### config.mk
export PLATFORM = sky130hd
export DESIGN_NAME = addsub_dualovf
export DESIGN_NICKNAME = d
export VERILOG_FILES = /design/src/rtl/addsub_pkg.sv /design/src/rtl/addsub_fa_cell.sv /design/src/rtl/addsub_operand_cond.sv /design/src/rtl/addsub_ripple_chain.sv /design/src/rtl/addsub_dualovf.sv
export SDC_FILE = /design/constraint.sdc
export NUM_CORES = 1
export LEC_CHECK = 0
export ABC_AREA = 1
export BUFFER_PORTS_ARGS = -buffer_cell sky130_fd_sc_hd__buf_4
export CAP_MARGIN = 20
export CORE_AREA = 2 2 39 41
export DETAILED_ROUTE_END_ITERATION = 6
export DIE_AREA = 0 0 41 43
export SYNTH_ARGS = -nofsm -noshare
export SYNTH_HDL_FRONTEND = slang
export SYNTH_SLANG_ARGS = --single-unit
export TNS_END_PERCENT = 1
### constraint.sdc
create_clock -name vclk -period 4.3
set_input_delay 0.215 -clock vclk [all_inputs]
set_output_delay 0.215 -clock vclk [all_outputs]
set_load 0.02 [all_outputs]
### src/rtl/addsub_pkg.sv
package addsub_pkg;

    typedef enum logic {
        OP_ADD = 1'b0,
        OP_SUB = 1'b1
    } addsub_op_e;

    typedef struct packed {
        logic unsigned_ovf;
        logic signed_ovf;
    } addsub_flags_t;

    // Flags from the two top carries of the chain.
    // carry_out: carry leaving the MSB slice; carry_msb: carry entering it.
    function automatic addsub_flags_t derive_flags(input addsub_op_e op,
                                                   input logic carry_out,
                                                   input logic carry_msb);
        addsub_flags_t f;
        f.unsigned_ovf = (op == OP_SUB) ? ~carry_out : carry_out;
        f.signed_ovf   = carry_out ^ carry_msb;
        return f;
    endfunction

endpackage

### src/rtl/addsub_fa_cell.sv
module addsub_fa_cell (
    input  logic a_i,
    input  logic b_i,
    input  logic c_i,
    output logic s_o,
    output logic c_o
);
    logic half;

    always_comb begin
        half = a_i ^ b_i;
        s_o  = half ^ c_i;
        c_o  = (a_i & b_i) | (c_i & half);
    end
endmodule

### src/rtl/addsub_operand_cond.sv
module addsub_operand_cond #(
    parameter int WIDTH = 4
) (
    input  logic             invert_i,
    input  logic [WIDTH-1:0] opb_i,
    output logic [WIDTH-1:0] opb_cond_o
);
    for (genvar k = 0; k < WIDTH; k++) begin : g_xor
        assign opb_cond_o[k] = opb_i[k] ^ invert_i;
    end
endmodule

### src/rtl/addsub_ripple_chain.sv
module addsub_ripple_chain #(
    parameter int WIDTH = 4
) (
    input  logic [WIDTH-1:0] x_i,
    input  logic [WIDTH-1:0] y_i,
    input  logic             cin_i,
    output logic [WIDTH-1:0] sum_o,
    output logic             cout_o,
    output logic             cmsb_o
);
    localparam int MSB = WIDTH - 1;

    logic [WIDTH:0] carry;

    assign carry[0] = cin_i;

    for (genvar k = 0; k < WIDTH; k++) begin : g_slice
        addsub_fa_cell u_fa (
            .a_i (x_i[k]),
            .b_i (y_i[k]),
            .c_i (carry[k]),
            .s_o (sum_o[k]),
            .c_o (carry[k+1])
        );
    end

    assign cout_o = carry[WIDTH];
    assign cmsb_o = carry[MSB];
endmodule

### src/rtl/addsub_dualovf.sv
module addsub_dualovf
    import addsub_pkg::*;
#(
    parameter int WIDTH = 4
) (
    input  logic             op_sub_i,
    input  logic [WIDTH-1:0] opa_i,
    input  logic [WIDTH-1:0] opb_i,
    output logic [WIDTH-1:0] sum_o,
    output logic             uovf_o,
    output logic             sovf_o
);
    addsub_op_e     op;
    logic [WIDTH-1:0] opb_cond;
    logic           chain_cout;
    logic           chain_cmsb;
    addsub_flags_t  flags;

    assign op = addsub_op_e'(op_sub_i);

    addsub_operand_cond #(.WIDTH(WIDTH)) u_cond (
        .invert_i   (op_sub_i),
        .opb_i      (opb_i),
        .opb_cond_o (opb_cond)
    );

    addsub_ripple_chain #(.WIDTH(WIDTH)) u_chain (
        .x_i    (opa_i),
        .y_i    (opb_cond),
        .cin_i  (op_sub_i),
        .sum_o  (sum_o),
        .cout_o (chain_cout),
        .cmsb_o (chain_cmsb)
    );

    always_comb begin
        flags  = derive_flags(op, chain_cout, chain_cmsb);
        uovf_o = flags.unsigned_ovf;
        sovf_o = flags.signed_ovf;
    end
endmodule

**Word level (Yosys, flattened, before mapping)**

Index checks and enable logic that the tools add are counted.
Widths: inputs -> output; s select.

- Word-level logic and storage cells: 27
- Register bits after elaboration: 0
- Output and inout bits: 6
- Input port bits: 9

- Muxes and demuxes: 1
- Bitwise gates (word level): 26

Operator list:

| operator | count |
|---|---|
| $xor 1x1->1 | 13 |
| $and 1x1->1 | 8 |
| $or 1x1->1 | 4 |
| $mux 1 | 1 |
| $not 1->1 | 1 |

**Longest topological paths before layout**

- Depth in word-level cells: 12
- Gate-level depth with buffers: 10
- Gate-level depth less buffers: 10

**Hierarchy**

Synthesis repeated with hierarchy kept, for this count alone.

- Cell total of the unflattened synthesis: 30
- Area, all modules: 177.7 µm²

Modules (own cells, without submodules):

| module | times used | sequential area each (µm²) | cells an instance | area each (µm²) |
|---|---|---|---|---|
| addsub_fa_cell | 4 | 0.0 | 1 | 20.0 |
| addsub_operand_cond | 1 | 0.0 | 17 | 63.8 |
| addsub_dualovf | 1 | 0.0 | 9 | 33.8 |

**Worst setup path before layout**

OpenSTA, ideal clock, no wires.

- Kind: input -> output
- From: input port op_sub_i
- To: output port sovf_o
- Data required time: 4.085 ns
- Stages on the path: 10
- Setup slack: 2.420 ns
- Path buffers: 0
- Arrival time: 1.665 ns
- Path through: inv_2 nand2_1 nand2_1 fa_1 inv_1 fa_1 fa_1 inv_1 nand2_1 nand2_1

- Word-level cells in the longest chain between the ends: 11
- Elaborated cells between the ends (all ways): 21
- Classes of those cells: 21 x bitwise

Ends and longest elaborated chain:

| item | line | text |
|---|---|---|
| from (decl) | addsub_dualovf.sv:6 | `input logic op_sub_i,` |
| $xor 1x1->1 | addsub_operand_cond.sv:9 | `assign opb_cond_o[k] = opb_i[k] ^ invert_i;` |
| $xor 1x1->1 | addsub_fa_cell.sv:11 | `half = a_i ^ b_i;` |
| $and 1x1->1 | addsub_fa_cell.sv:13 | `c_o = (a_i & b_i) \| (c_i & half);` |
| $or 1x1->1 | addsub_fa_cell.sv:13 |  |
| $and 1x1->1 | addsub_fa_cell.sv:13 |  |
| $or 1x1->1 | addsub_fa_cell.sv:13 |  |
| $and 1x1->1 | addsub_fa_cell.sv:13 |  |
| $or 1x1->1 | addsub_fa_cell.sv:13 |  |
| $and 1x1->1 | addsub_fa_cell.sv:13 |  |
| $or 1x1->1 | addsub_fa_cell.sv:13 |  |
| $xor 1x1->1 * | addsub_pkg.sv:20 | `f.signed_ovf = carry_out ^ carry_msb;` |
| to (decl) | addsub_dualovf.sv:11 | `output logic sovf_o` |

Every way passes the cells marked *; elsewhere a longest branch is shown, timed or not.

**Worst setup path in the final report**

Ends and elaborated chain as after synthesis.

==> results.py <==
metrics = {
    "timing": {
        "finalHoldViolCount": 0,
        "max-slew-margin-rel_pct": 90.4,
        "slew_viol_final": 0,
        "fin_crit_sh_pct": 50.2,
        "fmax_mhz": 463,
        "post-route-min-period_ns": 2.16,
        "tns_ns": 0,
        "worstMarginPinSlew_ns": 0.143,
        "setup_viol": 0,
        "rsz0062_at_grt": "false",
        "whs_ns": 0.779,
    },
    "die": {
        "row_count": 14,
        "core_um2": 1380,
        "dieArea_um2": 1760,
        "fp.dieW_um": 41,
        "die_h_um": 43,
        "start_util_pct": 15.5,
        "ioPinCount": 15,
    },
    "worst_setup_path": {
        "cp_max_fo": 6,
        "path_buf_inv": 5,
        "critPathTopFamily": "adder cells",
        "crit_path_max_incr_delay_ns": 0.43,
        "endpoint_kind": "output port",
        "path_cells": "buf_4 -> inv_2 -> nand2_1 -> nand2_1 -> fa_1 -> inv_1 -> fa_1 -> fa_1 -> inv_1 -> nand2_1 -> nand2_1 -> buf_4",
        "start_kind": "input port",
        "cpMaxStageDelayCell": "fa_1",
        "worstPathArrival_ns": 1.94,
        "crit_top_cell": "nand2_1",
        "cp.required_ns": 4.09,
        "criticalPathCategory": "input port to output port",
    },
    "synthesis": {
        "synth-seq-area-share_pct": 0,
        "synth_top_area_cell": "nand2_1",
        "syn_area_um2": 214,
        "synth.distinct_cells": 6,
        "synth_fp_nets": 52,
        "ys_warn_count": 0,
        "postSynthCellCount": 40,
        "netlist_top_cells_area": "nand2_1 (32%), fa_1 (28%), inv_1 (21%), buf_4 (14%), nor2_1 (3.5%)",
        "synth_top_area_share_pct": 31.6,
        "yosys.cell_count.top_type": "nand2_1",
        "syn_avg_cell_area_um2": 5.35,
        "netlist_top_cells_count": "nand2_1 (18), inv_1 (12), buf_4 (4), fa_1 (3), nor2_1 (2)",
    },
    "power_and_ir_drop": {
        "p_leak_nw": 0.221,
        "power.density_nw_per_um2": 180,
        "finalPower_uw": 57.1,
        "seqPwrFrac_pct": 0,
        "intPower_uw": 25.8,
        "p_sw_uw": 31.3,
        "swShare_pct": 54.9,
        "clock_power_share_pct": 0,
        "vdd_ir_drop_max_mv": 0.0517,
        "p_comb_share_pct": 100.0,
    },
    "finish": {
        "antenna_cells": 0,
        "seq_cell_count": 0,
        "regArea_um2": 0,
        "fill_cells": 179,
        "clkbuf_count": 0,
        "drive_gt1_share_pct": 31.4,
        "stdcell_area_um2": 317,
        "syn2layout_area_growth_pct": 48.0,
        "final_net_count": 65,
    },
    "clock_network": {
        "post_cts_buffers": 0,
        "hold_buffers": 0,
        "cts_resized": 0,
    },
    "placed_design": {
        "place_area_um2": 317,
        "place_congestion": 0.749,
        "port_buffers": 15,
    },
    "route": {
        "vias_per_cell": 3.24,
        "wl_per_cell_um": 7.31,
        "drc_errors": 0,
        "drt-initial-drc-count": 1,
        "dr.pass1.iters": 2,
        "postRouteAntennaNets": 0,
        "routed_wirelength_um": 490,
        "vias": 217,
    },
    "hold_path": {
        "holdCritPathClass": "input port to output port",
        "holdPathStages": 4,
        "min_from": "opa_i[0]",
        "holdPathEnd": "sum_o[0]",
    },
    "global_route": {
        "grt_pass1_vias": 169,
        "antenna_found_initial": 0,
        "grt_max_degree": 7,
        "grt-ovfl-total": 0,
        "grt_usage_pct": 5.53,
        "grt_pass1_wl_um": 717,
    },
    "status": {
        "status": "finished clean",
    },
    "flow_run": {
        "cap_viol_max_count": 0,
    },
}
## power by group through the flow
stage | clock network, mW | registers, mW | logic, mW
floorplan | 0 | 0 | 0.0412
global placement | 0 | 0 | 0.0570
detailed placement | 0 | 0 | 0.0583
CTS | 0 | 0 | 0.0585
global route | 0 | 0 | 0.0637
finish | 0 | 0 | 0.0571
## metrics by stage
stage / std cells / util (%) / setup WS, ns
2_1_floorplan: 40 / - / 2.42
3_3_place_gp: 67 / 22.9 / 2.16
3_5_place_dp: 67 / 22.9 / 2.13
4_1_cts: 67 / 22.9 / 2.12
5_1_grt: 67 / 22.9 / 2.01
6_report: 67 / 22.9 / 2.14
## worst max path at each step
stage | startpoint | end | slack (ns) | depth (start not counted)
after detailed placement | op_sub_i | sovf_o | 2.13 | 12
after global routing | op_sub_i | sovf_o | 2.01 | 12
after global placement | op_sub_i | sovf_o | 2.16 | 12
after CTS | op_sub_i | sovf_o | 2.12 | 12
after floorplan | op_sub_i | sovf_o | 2.42 | 10
final | op_sub_i | sovf_o | 2.14 | 12
## routing by layer
metal | up-vias | track usage [%] | wire length, um
met2 | 9 | 8.44 | 213
met1 | 83 | 9.03 | 229
met3 | 0 | 0 | 47
met4 | 0 | 0 | 0
met5 | - | 0 | 0
li1 | 125 | - | -
## placed cells by master (no fill, tap or decap)
cell type,instances
nor2_1,2
inv_2,1
buf_4,15
fa_1,3
inv_1,12
nand2_1,18
## worst min-delay path: cells and delay by family
family	cells	cell delay (ns)
and+or+nand+nor	2	0.12
buffers and inverters	2	0.22
## logic make-up (layout without fill, tap and decap cells)
family	count (synthesis)	count (layout)	share of synthesized area (%)
adder cells (fa/ha/maj)	3	3	28.1
AND/OR/NAND/NOR	20	20	35.1
buffers and inverters	17	28	36.8
## final cells by class
| class | count | area (um^2) | area share (%) |
|---|---|---|---|
| repair buffers | 15 | 113 | 35.6 |
| well taps | 16 | 20.0 | 6.32 |
| multi-input cells | 23 | 135 | 42.7 |
| inverters | 13 | 48.8 | 15.4 |
Power figures use the tool's default switching activity.
